## config.mk

```make
export PLATFORM = sky130hd
export DESIGN_NAME = cfg_crc_monitor
export DESIGN_NICKNAME = d
export VERILOG_FILES = /design/src/rtl/cfg_crc_pkg.sv /design/src/rtl/cfg_crc_step.sv /design/src/rtl/cfg_crc_ctrl.sv /design/src/rtl/cfg_crc_datapath.sv /design/src/rtl/cfg_crc_monitor.sv
export SDC_FILE = /design/constraint.sdc
export NUM_CORES = 1
export LEC_CHECK = 0
export BUFFER_PORTS_ARGS = -buffer_cell sky130_fd_sc_hd__buf_4
export CORE_MARGIN = 1.5
export CORE_UTILIZATION = 64
export CTS_BUF_LIST = sky130_fd_sc_hd__clkbuf_4
export DETAILED_ROUTE_END_ITERATION = 8
export GPL_TIMING_DRIVEN = 0
export PLACE_DENSITY = 0.95
export SYNTH_ARGS = -nofsm -noshare
export SYNTH_HDL_FRONTEND = slang
export SYNTH_HIERARCHICAL = 1
export SYNTH_SLANG_ARGS = --single-unit
```

## constraint.sdc

```tcl
create_clock -name clk -period 3.9 [get_ports clk]
set_clock_uncertainty 0.05 [all_clocks]
set_input_delay 0.39 -clock clk [delete_from_list [all_inputs] [get_ports clk]]
set_output_delay 0.39 -clock clk [all_outputs]
set_load 0.01 [all_outputs]
```

## src/rtl/cfg_crc_pkg.sv

```systemverilog
`timescale 1ns/1ps
package cfg_crc_pkg;

  // Header type and opcode codes (type-1 packets only are followed)
  localparam logic [2:0] PKT_TYPE_ONE = 3'b001;
  localparam logic [1:0] PKT_OP_WRITE = 2'b10;

  // Parser states
  typedef enum logic [1:0] {
    PS_HEADER  = 2'd0,
    PS_PAYLOAD = 2'd1,
    PS_AUTO_HI = 2'd2,
    PS_AUTO_LO = 2'd3
  } parseState_t;

  // Strobes from control to datapath, valid for the current word
  typedef struct packed {
    logic fold;        // merge {addr, data} into the checksum
    logic clear;       // clear checksum (command)
    logic holdHi;      // capture upper half of an expected value
    logic compare;     // current word is the lower half: compare now
    logic clearAfter;  // clear the checksum as part of this compare
  } crcStrobes_t;

endpackage

```

## src/rtl/cfg_crc_step.sv

```systemverilog
`timescale 1ns/1ps
// One parallel checksum step: shift toward the high index, feedback at taps
module cfg_crc_step #(
  parameter int unsigned CRC_W    = 22,
  parameter logic [31:0] TAP_MASK = 32'h0000_9081
) (
  input  logic [CRC_W-1:0] state,
  input  logic [CRC_W-1:0] foldIn,
  output logic [CRC_W-1:0] nextState
);

  logic feedback;
  assign feedback = state[CRC_W-1];

  for (genvar i = 0; i < CRC_W; i++) begin : g_bit
    if (i == 0) begin : g_low
      if (TAP_MASK[i]) begin : g_tap
        assign nextState[i] = foldIn[i] ^ feedback;
      end else begin : g_plain
        assign nextState[i] = foldIn[i];
      end
    end else begin : g_upper
      if (TAP_MASK[i]) begin : g_tap
        assign nextState[i] = state[i-1] ^ foldIn[i] ^ feedback;
      end else begin : g_plain
        assign nextState[i] = state[i-1] ^ foldIn[i];
      end
    end
  end

endmodule

```

## src/rtl/cfg_crc_ctrl.sv

```systemverilog
`timescale 1ns/1ps
// Packet parser: decides what each stream word does to the checksum
module cfg_crc_ctrl
  import cfg_crc_pkg::*;
#(
  parameter int unsigned DATA_W = 16,
  parameter int unsigned ADDR_W = 6,
  parameter int unsigned CNT_W  = 5,
  parameter logic [ADDR_W-1:0] CRC_REG_ADDR   = 6'h00,
  parameter logic [ADDR_W-1:0] FRAME_REG_ADDR = 6'h02,
  parameter logic [ADDR_W-1:0] CMD_REG_ADDR   = 6'h05,
  parameter logic [DATA_W-1:0] CLEAR_CODE     = 16'h0007,
  parameter bit                AUTO_CHECK_EN  = 1'b1
) (
  input  logic              clk,
  input  logic              rstN,
  input  logic              wordValid,
  input  logic [DATA_W-1:0] wordData,
  output crcStrobes_t       strobes,
  output logic [ADDR_W-1:0] curAddr
);

  // Header field positions, derived from the widths
  localparam int unsigned CNT_LSB  = 0;
  localparam int unsigned ADDR_LSB = CNT_LSB + CNT_W;
  localparam int unsigned OP_LSB   = ADDR_LSB + ADDR_W;
  localparam int unsigned TYPE_LSB = OP_LSB + 2;

  parseState_t       state, stateNext;
  logic [CNT_W-1:0]  remaining, remainingNext;
  logic [CNT_W-1:0]  wordIdx, wordIdxNext;
  logic [ADDR_W-1:0] addrNext;

  logic [2:0]        hdrType;
  logic [1:0]        hdrOp;
  logic [ADDR_W-1:0] hdrAddr;
  logic [CNT_W-1:0]  hdrCnt;
  logic              hdrStartsPayload;

  assign hdrType = wordData[TYPE_LSB +: 3];
  assign hdrOp   = wordData[OP_LSB +: 2];
  assign hdrAddr = wordData[ADDR_LSB +: ADDR_W];
  assign hdrCnt  = wordData[CNT_LSB +: CNT_W];
  assign hdrStartsPayload = (hdrType == PKT_TYPE_ONE) && (hdrOp == PKT_OP_WRITE)
                            && (hdrCnt != '0);

  logic atCrcReg, atCmdReg, atFrameReg, lastWord;
  assign atCrcReg   = (curAddr == CRC_REG_ADDR);
  assign atCmdReg   = (curAddr == CMD_REG_ADDR);
  assign atFrameReg = (curAddr == FRAME_REG_ADDR);
  assign lastWord   = (remaining == CNT_W'(1));

  always_comb begin
    stateNext     = state;
    remainingNext = remaining;
    wordIdxNext   = wordIdx;
    addrNext      = curAddr;
    strobes       = '0;
    if (wordValid) begin
      unique case (state)
        PS_HEADER: begin
          if (hdrStartsPayload) begin
            stateNext     = PS_PAYLOAD;
            remainingNext = hdrCnt;
            wordIdxNext   = '0;
            addrNext      = hdrAddr;
          end
        end
        PS_PAYLOAD: begin
          if (atCrcReg) begin
            if (wordIdx == CNT_W'(0)) begin
              strobes.holdHi = 1'b1;
            end else if (wordIdx == CNT_W'(1)) begin
              strobes.compare    = 1'b1;
              strobes.clearAfter = 1'b1;
            end
          end else if (atCmdReg && (wordIdx == CNT_W'(0)) && (wordData == CLEAR_CODE)) begin
            strobes.clear = 1'b1;
          end else begin
            strobes.fold = 1'b1;
          end
          remainingNext = remaining - CNT_W'(1);
          wordIdxNext   = wordIdx + CNT_W'(1);
          if (lastWord) begin
            stateNext = (AUTO_CHECK_EN && atFrameReg) ? PS_AUTO_HI : PS_HEADER;
          end
        end
        PS_AUTO_HI: begin
          strobes.holdHi = 1'b1;
          stateNext      = PS_AUTO_LO;
        end
        PS_AUTO_LO: begin
          strobes.compare = 1'b1;
          stateNext       = PS_HEADER;
        end
        default: stateNext = PS_HEADER;
      endcase
    end
  end

  always_ff @(posedge clk or negedge rstN) begin
    if (!rstN) begin
      state     <= PS_HEADER;
      remaining <= '0;
      wordIdx   <= '0;
      curAddr   <= '0;
    end else begin
      state     <= stateNext;
      remaining <= remainingNext;
      wordIdx   <= wordIdxNext;
      curAddr   <= addrNext;
    end
  end

endmodule

```

## src/rtl/cfg_crc_datapath.sv

```systemverilog
`timescale 1ns/1ps
// Checksum register, expected-value capture and compare
module cfg_crc_datapath
  import cfg_crc_pkg::*;
#(
  parameter int unsigned DATA_W   = 16,
  parameter int unsigned ADDR_W   = 6,
  parameter logic [31:0] TAP_MASK = 32'h0000_9081
) (
  input  logic              clk,
  input  logic              rstN,
  input  crcStrobes_t       strobes,
  input  logic [ADDR_W-1:0] curAddr,
  input  logic [DATA_W-1:0] wordData,
  output logic [ADDR_W+DATA_W-1:0] crcValue,
  output logic              compareDone,
  output logic              mismatch
);

  localparam int unsigned CRC_W = ADDR_W + DATA_W;
  localparam int unsigned EXP_W = 2 * DATA_W;

  logic [CRC_W-1:0]  crcState, crcStepped;
  logic [DATA_W-1:0] expectHi;
  logic [EXP_W-1:0]  expectWord;
  logic              upperNonZero, valueDiffers, compareBad;

  cfg_crc_step #(
    .CRC_W    (CRC_W),
    .TAP_MASK (TAP_MASK)
  ) u_step (
    .state     (crcState),
    .foldIn    ({curAddr, wordData}),
    .nextState (crcStepped)
  );

  assign expectWord   = {expectHi, wordData};
  assign upperNonZero = |expectWord[EXP_W-1:CRC_W];
  assign valueDiffers = (expectWord[CRC_W-1:0] != crcState);
  assign compareBad   = upperNonZero || valueDiffers;

  always_ff @(posedge clk or negedge rstN) begin
    if (!rstN) begin
      crcState <= '0;
    end else if (strobes.clear || (strobes.compare && strobes.clearAfter)) begin
      crcState <= '0;
    end else if (strobes.fold) begin
      crcState <= crcStepped;
    end
  end

  always_ff @(posedge clk or negedge rstN) begin
    if (!rstN) begin
      expectHi <= '0;
    end else if (strobes.holdHi) begin
      expectHi <= wordData;
    end
  end

  always_ff @(posedge clk or negedge rstN) begin
    if (!rstN) begin
      compareDone <= 1'b0;
      mismatch    <= 1'b0;
    end else begin
      compareDone <= strobes.compare;
      if (strobes.compare && compareBad) begin
        mismatch <= 1'b1;
      end
    end
  end

  assign crcValue = crcState;

endmodule

```

## src/rtl/cfg_crc_monitor.sv

```systemverilog
`timescale 1ns/1ps
// Top: configuration word stream checksum monitor
module cfg_crc_monitor
  import cfg_crc_pkg::*;
#(
  parameter int unsigned DATA_W = 16,
  parameter int unsigned ADDR_W = 6,
  parameter int unsigned CNT_W  = 5,
  parameter logic [31:0] TAP_MASK = 32'h0000_9081,
  parameter logic [ADDR_W-1:0] CRC_REG_ADDR   = 6'h00,
  parameter logic [ADDR_W-1:0] FRAME_REG_ADDR = 6'h02,
  parameter logic [ADDR_W-1:0] CMD_REG_ADDR   = 6'h05,
  parameter logic [DATA_W-1:0] CLEAR_CODE     = 16'h0007,
  parameter bit                AUTO_CHECK_EN  = 1'b1
) (
  input  logic              clk,
  input  logic              rstN,
  input  logic              wordValid,
  input  logic [DATA_W-1:0] wordData,
  output logic [ADDR_W+DATA_W-1:0] crcValue,
  output logic              compareDone,
  output logic              mismatch
);

  localparam int unsigned CRC_W = ADDR_W + DATA_W;

  crcStrobes_t       strobes;
  logic [ADDR_W-1:0] curAddr;

  cfg_crc_ctrl #(
    .DATA_W         (DATA_W),
    .ADDR_W         (ADDR_W),
    .CNT_W          (CNT_W),
    .CRC_REG_ADDR   (CRC_REG_ADDR),
    .FRAME_REG_ADDR (FRAME_REG_ADDR),
    .CMD_REG_ADDR   (CMD_REG_ADDR),
    .CLEAR_CODE     (CLEAR_CODE),
    .AUTO_CHECK_EN  (AUTO_CHECK_EN)
  ) u_ctrl (
    .clk       (clk),
    .rstN      (rstN),
    .wordValid (wordValid),
    .wordData  (wordData),
    .strobes   (strobes),
    .curAddr   (curAddr)
  );

  cfg_crc_datapath #(
    .DATA_W   (DATA_W),
    .ADDR_W   (ADDR_W),
    .TAP_MASK (TAP_MASK)
  ) u_dp (
    .clk         (clk),
    .rstN        (rstN),
    .strobes     (strobes),
    .curAddr     (curAddr),
    .wordData    (wordData),
    .crcValue    (crcValue),
    .compareDone (compareDone),
    .mismatch    (mismatch)
  );

endmodule

```

Yosys cells after proc, flatten, opt, wreduce, memory -nomap -nowiden
Index checks and enable logic that the tools add are counted.

storage, ports and cells
  bits in registers = 58
  word-level logic and storage cells = 88
  memories = 0
  output and inout bits = 24
  bits in latches = 0
  RAM bits = 0
  ROM bits = 0

operators by class
  multiplexer cells = 22
  multipliers = 0
  bitwise gates (word level) = 25
  shift operators = 0
  add/sub/neg operators = 2
  equal/unequal tests = 13
  magnitude comparators = 0
  divide/modulo/power cells = 0
  reduce and logical (&&, ||, !) cells = 18

operator list
  kind                 count
  $mux 22              2
  $xor 1x1->1          25
  $ne 22x22->1         1
  $pmux 5 s2           2
  $eq 16x3->1 const B  1
  $mux 5               3
  $mux 2               7
  $eq 5x1->1 const B   2
  $reduce_or 10->1     1
  $reduce_and 3->1     3
  $pmux 2 s4           1
  $eq 2x2->1 const B   3
  $eq 6x2->1 const B   1
  $eq 6x3->1 const B   1
  $logic_and 1x1->1    6
  $logic_not 6->1      1
  $add 5x1->5 const B  1
  $logic_not 5->1      1
  $reduce_bool 5->1    1
  $sub 5x1->5 const B  1
  $mux 1               4
  $ne 2x1->1 const B   2
  $pmux 1 s2           2
  $reduce_bool 2->1    2
  5 further kinds      6

Longest topological paths before layout
Gate-level depths: netlist (run 1).

  word-level depth = 10
  gate-level depth with buffers = 9
  gate-level depth less buffers = 8

Hierarchy
Netlist (run 1), hierarchy kept.

by module, submodules not included
  module            area an instance (um2)  cells each  times used
  cfg_crc_datapath  1790.5                  142         1
  cfg_crc_ctrl      1168.6                  126         1
  cfg_crc_step      237.7                   22          1

Worst setup path before layout (run 1)
No wires, ideal clock.

  path kind = register to register
  start = reg (tool-made name)
  end = reg u_dp.expectHi[10]
  slack = 1.758 ns
  required time = 3.725 ns
  arrival time = 1.967 ns
  stages on the path, launching flop included = 9
  period minus slack after synthesis = 2.142 ns
  buffers on the path = 3
  cells stage by stage = dfrtp_1 inv_1 ha_1 clkbuf_1 a41oi_1 nor2_1 buf_2 buf_2 mux2_2

RTL lines
  item                    line                    source
  end signal: assignment  cfg_crc_datapath.sv:56  expectHi <= wordData;
  end: declaration        cfg_crc_datapath.sv:24  logic [DATA_W-1:0] expectHi;

==> out/qor.log, run 1 <==
[logic_synthesis] post-synthesis cell type with the largest combined area dfrtp_1
[logic_synthesis] flop and latch count out of synthesis 58
[setup_path] number of buffer and inverter stages on the critical path 4
[timing] measured slew at the worst slew-check pin 0.7207 ns
[die] top-level I/O count 43
[placed_design] number of instances in the placed design 399
[route] remaining design rule violation count 0
[finish] # fillers 291
[die] die span in x 73.68 µm
[route] number of vias after detailed routing 2573
[route] number of nets with antenna violations after detailed routing 0
[setup_path] peak fanout along the critical path 10
[global_route] via count of the first global-routing pass 2465
[clock_network] clock root buffer clkbuf_4
[die] Starting Density 67.24%
[setup_path] arrival time of data at the critical path endpoint 2.96 ns
[finish] storage element area 0.001451 mm²
[logic_synthesis] Top FF cell, synth dfrtp_1
[setup_path] critical path required time 4.12 ns
[die] number of cell rows 25
[setup_path] slack of the worst reg-to-reg path 1.16 ns
[hold_path] class of the worst hold path in -> async
[logic_synthesis] ranking of synthesized cells by area dfrtp_1, xor2_1, mux2_2, mux2i_1, ha_1
[die] placeable core region 0.004755 mm²
[logic_synthesis] post-synthesis sequential area ratio 45.40%
[logic_synthesis] synthesized area per cell 11.02 µm²
[setup_path] series of cell instances along the critical path inv_1 > ha_1 > clkbuf_1 > a41oi_1 > nor2_1 > buf_2 > buf_2 > mux2_2
[power] Worst VDD drop 0.4923 mV
[clock_network] clock transition at the register clock pins on the worst setup and hold paths after CTS 0.10 ns
[die] area enclosed by the die boundary 0.005428 mm²
[setup_path] cell occurring most often along the worst timing path buf_2
[setup_path] worst setup path class reg -> reg
[placed_design] final RePlAce weighted congestion 0.9582
[setup_path] nature of the critical path endpoint flip-flop
[placed_design] total half-perimeter wirelength after legalization and detailed placement 5323 µm
[finish] final standard cell count with taps included and fillers excluded 415
[clock_network] TritonCTS sink count 58
[clock_network] number of buffers created by CTS 9
[clock_network] cells resized by post-CTS repair 0
[global_route] global-route wire length before repair 12590 µm
[route] average via count per standard cell 6.200
[logic_synthesis] most frequently used cell type in the post-synthesis netlist dfrtp_1
[setup_path] cell at the slowest stage of the critical path clkbuf_1
[timing] worst hold slack -0.01507 ns
[setup_path] family with the most delay on the worst path buffers and inverters
[clock_network] number of levels the H-tree was split into 3
[logic_synthesis] top cells by instance count after synthesis dfrtp_1, xor2_1, nor2_1
[flow_run] number of maximum-capacitance constraint violations 0
[timing] Max Transition Viols Final 0
[timing] final period demand of the worst path 2.740 ns
[route] final routed wire length divided by cell count 19.08 µm
[die] height of the die 73.68 µm
[finish] diodes inserted 0
[logic_synthesis] number of flops mapped to enable cells by yosys 0
[logic_synthesis] async set-reset flop share out of synthesis 100.0%
[logic_synthesis] synthesized cell area 0.003197 mm²
[route] total wirelength of the detailed-routed design 7920 µm
[global_route] pin count of the biggest net entering global routing 59
[finish] fraction of layout cells with a size suffix above 1 24.43%
[timing] worst slew margin relative to its limit 51.95%
[logic_synthesis] Netlist cell types 36
[logic_synthesis] post-synth top area share 45.40%
[timing] count of endpoints failing hold in the final timing report 8
[timing] setup repair after global routing missed its margin no
[placed_design] count of buffers inserted at the top-level ports 42
[power] power per standard cell area 783.3 mW/mm²
[finish] area of combinational cells with multiple inputs 0.001669 mm²
[global_route] global route overflow 0
[clock_network] number of buffers on the longest clock path 2
[route] detailed-routing iteration count for the pre-antenna-repair pass 5
[outcome] violations in the final reports hold timing
[logic_synthesis] Synth Instances 290
[setup_path] startpoint type of the worst setup path flip-flop
[finish] Final nets 372
[logic_synthesis] net count after synthesis 319
[clock_network] clock tree from TritonCTS built
[power] Lkg Pwr 1.748 nW
[finish] final standard cell utilization of the core 78.82%
[logic_synthesis] Warnings, synthesis 6
[setup_path] CP peak stage delay 0.44 ns
[timing] count of endpoints failing setup in the final report 0
[outcome] run status complete, but fails checks
[clock_network] clock latency reported for the late side of the worst-skew pair 0.40 ns
[global_route] number of antenna violations at the first check in global routing 0
[clock_network] postcts setup bufs 0
[timing] accumulated negative setup slack 0 ns
[finish] Area growth syn-to-layout 17.22%
[route] DRC violation total after the first TritonRoute iteration 328
[timing] Final period util 70.25%
[global_route] overall fraction of global-route tracks in use 31.77%
[timing] maximum clock frequency 365.0 MHz
[clock_network] count of hold buffers inserted by post-cts repair 0
==> layout by cell type (no fill, tap or decap), drive strengths merged <==
| cell | count |
|---|---|
| o211a | 1 |
| nor3 | 7 |
| inv | 8 |
| and3 | 1 |
| dfrtp | 58 |
| xor2 | 38 |
| ha | 10 |
| xor3 | 3 |
| a21o | 3 |
| clkinvlp | 1 |
| clkinv | 4 |
| nand3 | 11 |
| a21oi | 4 |
| nor3b | 3 |
| mux2 | 22 |
| o21ai | 12 |
| or4 | 1 |
| a41oi | 1 |
| a211o | 1 |
| and2 | 4 |
| clkbuf | 13 |
| bufinv | 2 |
| nand2b | 2 |
| o211ai | 3 |
| nand4b | 1 |
| xnor2 | 3 |
| buf | 47 |
| nor4 | 11 |
| o32a | 1 |
| nand2 | 12 |
| nor2 | 29 |
| mux2i | 23 |
| a31oi | 1 |
| o31ai | 2 |
| nor4b | 1 |
| nand4 | 4 |
==> per-stage QoR <==
stage | setup WS (ns) | hold WS [ns] | power (mW) | area (µm²)
after floorplan | 1.758 | 0.04441 | 1.944 | 3197
after global placement | 1.360 | 0.4168 | 2.338 | 3596
after detailed placement | 1.245 | 0.4236 | 2.409 | 3596
after CTS | 1.255 | 0.001030 | 2.917 | 3747
after global routing | 1.018 | 0.01808 | 3.113 | 3747
final | 1.160 | -0.01507 | 2.935 | 3747
==> layer usage <==
| layer | GRT usage [%] | wire (µm) |
|---|---|---|
| met5 | 0 | 0 |
| met4 | 11.11 | 168 |
| met1 | 41.99 | 3197 |
| met2 | 51.45 | 3989 |
| met3 | 7.407 | 564 |
==> sequential cells by signal, indices dropped and copies added, names as in the netlist, named ones only <==
signal            count
u_dp/mismatch         1
u_dp/compareDone      1
u_ctrl/remaining      5
u_dp/expectHi        16
u_ctrl/wordIdx        5
u_ctrl/state          1
u_ctrl/curAddr        6
u_dp/crcValue        22
==> layout make-up <==
cell class | count | area share, %
Tap cell | 67 | 2.237
Clock buffer | 9 | 1.803
Timing Repair Buffer | 42 | 8.414
Multi-Input combinational cell | 215 | 44.54
Clock inverter | 7 | 2.237
Buffer | 9 | 1.235
Inverter | 8 | 0.8013
Sequential cell | 58 | 38.73
==> cell families after synthesis <==
logic type / Yosys count / share of synthesized area (%)
adder cells (fa/ha/maj): 10 / 3.914
AO/OA/AOI/OAI: 29 / 6.341
XOR/XNOR: 44 / 13.46
multiplexers: 45 / 14.95
buffers and inverters: 17 / 2.387
flip-flops: 58 / 45.40
AND/OR/NAND/NOR: 87 / 13.54
==> power by group <==
part           internal, mW  switching [mW]  leakage [nW]
clock                 0.253           0.225        0.0784
combinational         0.641           0.644         0.955
sequential            0.864           0.308         0.715
total                  1.76            1.18          1.75
==> worst reg2reg max path, cell delays in order (launching register included) <==
cell      delay (ns)
dfrtp_1         0.43
inv_1           0.14
ha_1            0.35
clkbuf_1        0.44
a41oi_1         0.18
nor2_1          0.12
buf_2           0.24
buf_2           0.29
mux2_2          0.37
==> worst paths after layout <==
kind                                               start                            end  depth (start not counted)
min                                                 rstN   u_dp/expectHi[1]$_DFFE_PN0P_                          1
max reg2reg                                    flip-flop   u_dp/expectHi[9]$_DFFE_PN0P_                          8
max                                            flip-flop   u_dp/expectHi[9]$_DFFE_PN0P_                          8
min in group clk                            wordData[15]  u_dp/expectHi[15]$_DFFE_PN0P_                          2
min reg2reg                u_ctrl/wordIdx[4]$_DFFE_PN0P_  u_ctrl/wordIdx[4]$_DFFE_PN0P_                          1
max in group asynchronous                           rstN   u_dp/expectHi[9]$_DFFE_PN0P_                          1
Note: power is estimated with default switching activity, not from simulation.
==> run 2, diff against run 1 <==
- CORE_UTILIZATION: 64 -> 60
- PLACE_DENSITY: 0.95 -> 0.92
- clock period: 3.9 -> 2.6 ns (I/O delays scaled with it)
==> run 2 against run 1 <==
Net effect:
- the flow now finishes without violations
- sequential power up 50%
- count of clock-buffer cells in the layout rose by 2
- worst setup slack lost 0.99 ns
- sequential share of layout area increased by 0.29 points
- critical path depth unchanged
==> out/qor.log, run 2 (synthesis gave the netlist of run 1 again) <==
[outcome] run status finished clean
[placed_design] count of buffers inserted at the top-level ports 42
[finish] Final nets 373
[power] power share of the sequential group 41.9%
[global_route] overall fraction of global-route tracks in use 27.87%
[clock_network] clock tree from TritonCTS built
[flow_run] number of maximum-capacitance constraint violations 0
[finish] most used cells in the layout excluding fill and tap cells dfrtp_1, buf_4, xor2_1, nor2_1, mux2i_1
[route] DRC violation total after the first TritonRoute iteration 199
[finish] most common cell after layout, fill and taps aside dfrtp_1
[timing] measured slew at the worst slew-check pin 0.7239 ns
[route] detailed-routing iteration count for the pre-antenna-repair pass 5
[timing] setup repair after global routing missed its margin no
[placed_design] final RePlAce weighted congestion 0.9148
[setup_path] peak fanout along the critical path 10
[power] Switch Pwr 1.715 mW
[clock_network] clock transition at the register clock pins on the worst setup and hold paths after CTS 0.09 ns
[finish] Largest register FFs 22
[route] average via count per standard cell 5.883
[route] remaining design rule violation count 0
[placed_design] total half-perimeter wirelength after legalization and detailed placement 5443 µm
[timing] final critical-path setup slack 0.1700 ns
[timing] Max Transition Viols Final 0
[finish] fraction of layout cells with a size suffix above 1 25.50%
[route] met3 routed wirelength 402 µm
[route] total wirelength of the detailed-routed design 7565 µm
[timing] worst slew margin relative to its limit 51.74%
[timing] maximum clock frequency 411.5 MHz
[route] number of vias after detailed routing 2465
[power] sw frac 40.97%
[clock_network] number of buffers created by CTS 9
[clock_network] clock root buffer clkbuf_4
[global_route] global route overflow 0
[power] Worst VDD drop 0.7948 mV
[setup_path] startpoint type of the worst setup path flip-flop
[die] placeable core region 0.005107 mm²
[setup_path] arrival time of data at the critical path endpoint 2.66 ns
[route] final routed wire length divided by cell count 18.05 µm
[die] height of the die 76.00 µm
[power] Lkg Pwr 1.746 nW
[die] area enclosed by the die boundary 0.005775 mm²
[route] number of nets with antenna violations after detailed routing 0
[timing] accumulated negative setup slack 0 ns
[die] number of cell rows 26
[die] top-level I/O count 43
[setup_path] worst setup path class reg -> reg
[clock_network] postcts setup bufs 0
[global_route] via count of the first global-routing pass 2483
[hold_path] class of the worst hold path in -> reg
[global_route] global-route wire length before repair 12380 µm
[clock_network] TritonCTS sink count 58
[placed_design] Setup WS pre-CTS -0.008516 ns
[setup_path] nature of the critical path endpoint flip-flop
[global_route] pin count of the biggest net entering global routing 59
[route] detailed-route wire length on metal 1 3241 µm
[power] Gate power share 45.4%
[timing] count of endpoints failing setup in the final report 0
[clock_network] number of buffers on the longest clock path 2
[finish] Area growth syn-to-layout 16.36%
[power] P_int 2.471 mW
[die] die span in x 76.00 µm
[timing] count of endpoints failing hold in the final timing report 0
[finish] # fillers 390
[timing] final period demand of the worst path 2.430 ns
[setup_path] critical path required time 2.83 ns
[power] power per standard cell area 1125 mW/mm²
[clock_network] number of levels the H-tree was split into 3
[timing] Final period util 93.46%
[clock_network] clock latency reported for the late side of the worst-skew pair 0.41 ns
[route] routed wl met2 3712 µm
[power] Clk pwr share 12.7%
[global_route] number of antenna violations at the first check in global routing 0
[die] Starting Density 62.59%
[finish] diodes inserted 0
[route] top layer used by detailed routing met4
run 2: power by group through the flow:
stage	Clock (mW)	Sequential, mW	Combinational (mW)
floorplan	0	1.73	1.19
global placement	0	1.73	1.78
detailed placement	0	1.76	1.87
CTS	0.537	1.75	1.88
global route	0.592	1.81	2.06
finish	0.531	1.75	1.90
run 2: per-layer routing:
metal	vias up	GRT usage (%)
met2	108	45.32
met3	24	6.347
met5	-	0
li1	1126	-
met4	0	11.11
met1	1207	36.45
run 2: area by class of cell:
cell class	instances	area (µm²)	share of cell area (%)
multi-input combinational	215	1672	44.94
sequential	58	1451	39.02
timing repair buffer	43	325.3	8.745
tap	70	87.58	2.355
clock buffer	11	82.58	2.220
buffer	9	50.05	1.345
inverter	8	30.03	0.8073
clock inverter	5	21.27	0.5718
run 2: worst paths after layout:
kind                                                from  depth (start not counted)                              end  slack (ns)
max reg2reg                                    flip-flop                          8     u_dp/expectHi[6]$_DFFE_PN0P_        0.17
max in group asynchronous                           rstN                          2     u_dp/crcValue[0]$_DFFE_PN0P_        1.62
max                                            flip-flop                          8     u_dp/expectHi[6]$_DFFE_PN0P_        0.17
min reg2reg                u_ctrl/wordIdx[4]$_DFFE_PN0P_                          1    u_ctrl/wordIdx[4]$_DFFE_PN0P_        0.45
min                                         wordData[14]                          2    u_dp/expectHi[14]$_DFFE_PN0P_        0.08
min in group asynchronous                           rstN                          2  u_ctrl/remaining[4]$_DFFE_PN0P_        0.38
run 2: through the flow:
| stage | instances | total power [mW] | utilization [%] | instance area [µm²] | hold slack (ns) |
|---|---|---|---|---|---|
| floorplan | 290 | 2.916 | - | 3197 | -0.08559 |
| CTS | 419 | 4.165 | 72.73 | 3715 | 0.07048 |
| finish | 419 | 4.186 | 72.83 | 3720 | 0.07994 |
| global placement | 402 | 3.514 | 70.48 | 3600 | 0.3065 |
| global route | 419 | 4.470 | 72.83 | 3720 | 0.06786 |
| detailed placement | 402 | 3.629 | 70.48 | 3600 | 0.3116 |
run 2: repair_timing:
item | in CTS | in global routing
endpoints found under the setup margin | 8 | 30
endpoints found under the hold margin | 58 | 0
resized for setup | 1 | 5
hold buffers | 1 | 0
gates cloned | 0 | 0
pin swaps | 0 | 0
run 2: critical path, stage by stage (launching register included):
cell,delay [ns]
dfrtp_1,0.41
inv_1,0.13
ha_2,0.30
clkbuf_2,0.26
a41oi_1,0.14
nor2_1,0.11
buf_2,0.22
buf_2,0.29
mux2_2,0.38
==> run 3, diff against run 2 <==
- CORE_ASPECT_RATIO: unset -> 2
==> run 3 against run 2 <==
Net effect:
- sequential power about the same
- total power up 3.3%
- largest cell class unchanged
- combinational power about the same
- critical endpoint is now u_dp/expectHi[10]$_DFFE_PN0P_
- via count up 1.9%
- non-clock buffer count unchanged
==> out/qor.log, run 3 (synthesis gave the netlist of run 1 again) <==
[timing] Max Transition Viols Final 0
[route] average via count per standard cell 6.157
[setup_path] slack of the worst reg-to-reg path 0.17 ns
[route] detailed-routing iteration count for the pre-antenna-repair pass 4
[finish] Area growth syn-to-layout 16.87%
[setup_path] path depth of the worst reg2reg path 7
[timing] worst hold slack 0.07699 ns
[finish] most used cells in the layout excluding fill and tap cells dfrtp_1, buf_4, xor2_1, nor2_1, mux2i_1
[route] number of vias after detailed routing 2512
[clock_network] TritonCTS sink count 58
[power] power per standard cell area 1157 mW/mm²
[timing] accumulated negative setup slack 0 ns
[clock_network] number of buffers on the longest clock path 2
[die] height of the die 106.2 µm
[setup_path] startpoint type of the worst setup path flip-flop
[global_route] global-route wire length before repair 12600 µm
[finish] fraction of layout cells with a size suffix above 1 26.36%
[global_route] via count of the first global-routing pass 2539
[placed_design] final RePlAce weighted congestion 0.9263
[clock_network] clock tree from TritonCTS built
[flow_run] number of maximum-capacitance constraint violations 0
[finish] Final nets 373
[finish] final standard cell area without fillers 0.003736 mm²
[timing] measured slew at the worst slew-check pin 0.7407 ns
[setup_path] peak fanout along the critical path 10
[clock_network] number of levels the H-tree was split into 3
[die] area enclosed by the die boundary 0.005802 mm²
[global_route] overall fraction of global-route tracks in use 31.13%
[timing] maximum clock frequency 411.6 MHz
[route] DRC violation total after the first TritonRoute iteration 90
[route] number of nets with antenna violations after detailed routing 0
[finish] most common cell after layout, fill and taps aside dfrtp_1
[finish] Largest register FFs 22
[timing] setup repair after global routing missed its margin no
[clock_network] clock transition at the register clock pins on the worst setup and hold paths after CTS 0.10 ns
[setup_path] critical path required time 2.85 ns
[placed_design] Placement Cell Area 0.003585 mm²
[hold_path] Worst Hold Path Cells 2
[route] final routed wire length divided by cell count 19.39 µm
[placed_design] total half-perimeter wirelength after legalization and detailed placement 5805 µm
[global_route] global route overflow 0
[timing] final period demand of the worst path 2.430 ns
[outcome] run status finished clean
[clock_network] postcts setup bufs 0
[die] die span in x 54.62 µm
[placed_design] number of instances in the placed design 390
[finish] final standard cell count with taps included and fillers excluded 408
[setup_path] nature of the critical path endpoint flip-flop
[global_route] pin count of the biggest net entering global routing 59
[die] placeable core region 0.005139 mm²
[clock_network] clock latency reported for the late side of the worst-skew pair 0.41 ns
[finish] # fillers 365
[route] remaining design rule violation count 0
[setup_path] arrival time of data at the critical path endpoint 2.68 ns
[die] top-level I/O count 43
[hold_path] class of the worst hold path in -> reg
[clock_network] number of buffers created by CTS 9
[route] total wirelength of the detailed-routed design 7910 µm
[power] Overall Power 4.322 mW
[global_route] number of antenna violations at the first check in global routing 1
[clock_network] clock root buffer clkbuf_4
[die] Starting Density 62.21%
[timing] Final period util 93.45%
[setup_path] worst setup path class reg -> reg
[power] Lkg Pwr 1.759 nW
[placed_design] count of buffers inserted at the top-level ports 42
[power] Worst VDD drop 0.8121 mV
[timing] worst slew margin relative to its limit 50.62%
[die] number of cell rows 37
[timing] count of endpoints failing setup in the final report 0
[timing] count of endpoints failing hold in the final timing report 0
run 3: cell count changes in the layout (fill, tap and decap cells not counted):
cell	change
clkbuf_4	-1
clkinv_2	+2
clkinv_1	-3
clkinvlp_4	+1
bufinv_16	+1
diode_2	+1
run 3: cell type report:
type	instances	area, µm²	share of cell area, %
Multi-Input combinational cell	215	1672	44.74
Sequential cell	58	1451	38.85
Timing Repair Buffer	43	325.3	8.707
Clock buffer	10	75.07	2.009
Tap cell	58	72.57	1.942
Clock inverter	6	57.56	1.541
Buffer	9	50.05	1.340
Inverter	8	30.03	0.8038
Antenna cell	1	2.502	0.06698
run 3: worst paths after layout:
kind                                               start                            end
setup / recovery           u_ctrl/curAddr[5]$_DFFE_PN0P_  u_dp/expectHi[10]$_DFFE_PN0P_
hold / removal                              wordData[14]  u_dp/expectHi[14]$_DFFE_PN0P_
setup reg to reg           u_ctrl/curAddr[5]$_DFFE_PN0P_  u_dp/expectHi[10]$_DFFE_PN0P_
hold reg to reg            u_ctrl/wordIdx[4]$_DFFE_PN0P_  u_ctrl/wordIdx[4]$_DFFE_PN0P_
max in group asynchronous                           rstN     u_dp/compareDone$_DFF_PN0_
min in group asynchronous                           rstN  u_dp/crcValue[20]$_DFFE_PN0P_
run 3: metrics by stage:
step	setup slack, ns	utilization, %
finish	0.1704	72.71
global route	0.03852	72.71
detailed placement	0.01556	69.76
floorplan	0.4578	-
global placement	0.08638	69.76
CTS	0.002893	72.56
run 3: layer usage:
metal | wire length [µm] | GRT usage, % | up-vias | part of all wire, %
met4 | 483 | 22.86 | 0 | 6.1
li1 | - | - | 1128 | -
met1 | 2767 | 33.62 | 1248 | 35
met5 | 0 | 0 | - | 0
met2 | 4359 | 50.77 | 98 | 55
met3 | 299 | 5.478 | 38 | 3.8
run 3: what timing repair did:
item,4_1_cts,5_1_grt
hold endpoints to repair,58,0
endpoints found under the setup margin,1,20
hold buffers,1,0
resized for setup,1,5
run 3: power by group:
group / switching, mW / internal (mW) / total (mW)
Combinational: 0.963 / 0.972 / 1.93
Sequential: 0.454 / 1.30 / 1.75
Clock: 0.340 / 0.297 / 0.637
Total: 1.76 / 2.57 / 4.32
run 3: critical path: stages (launching register included):
cell	delay, ns
dfrtp_1	0.45
nor4_1	0.42
and2_1	0.27
a41oi_1	0.13
nor2_1	0.10
buf_2	0.22
buf_2	0.29
mux2_2	0.38
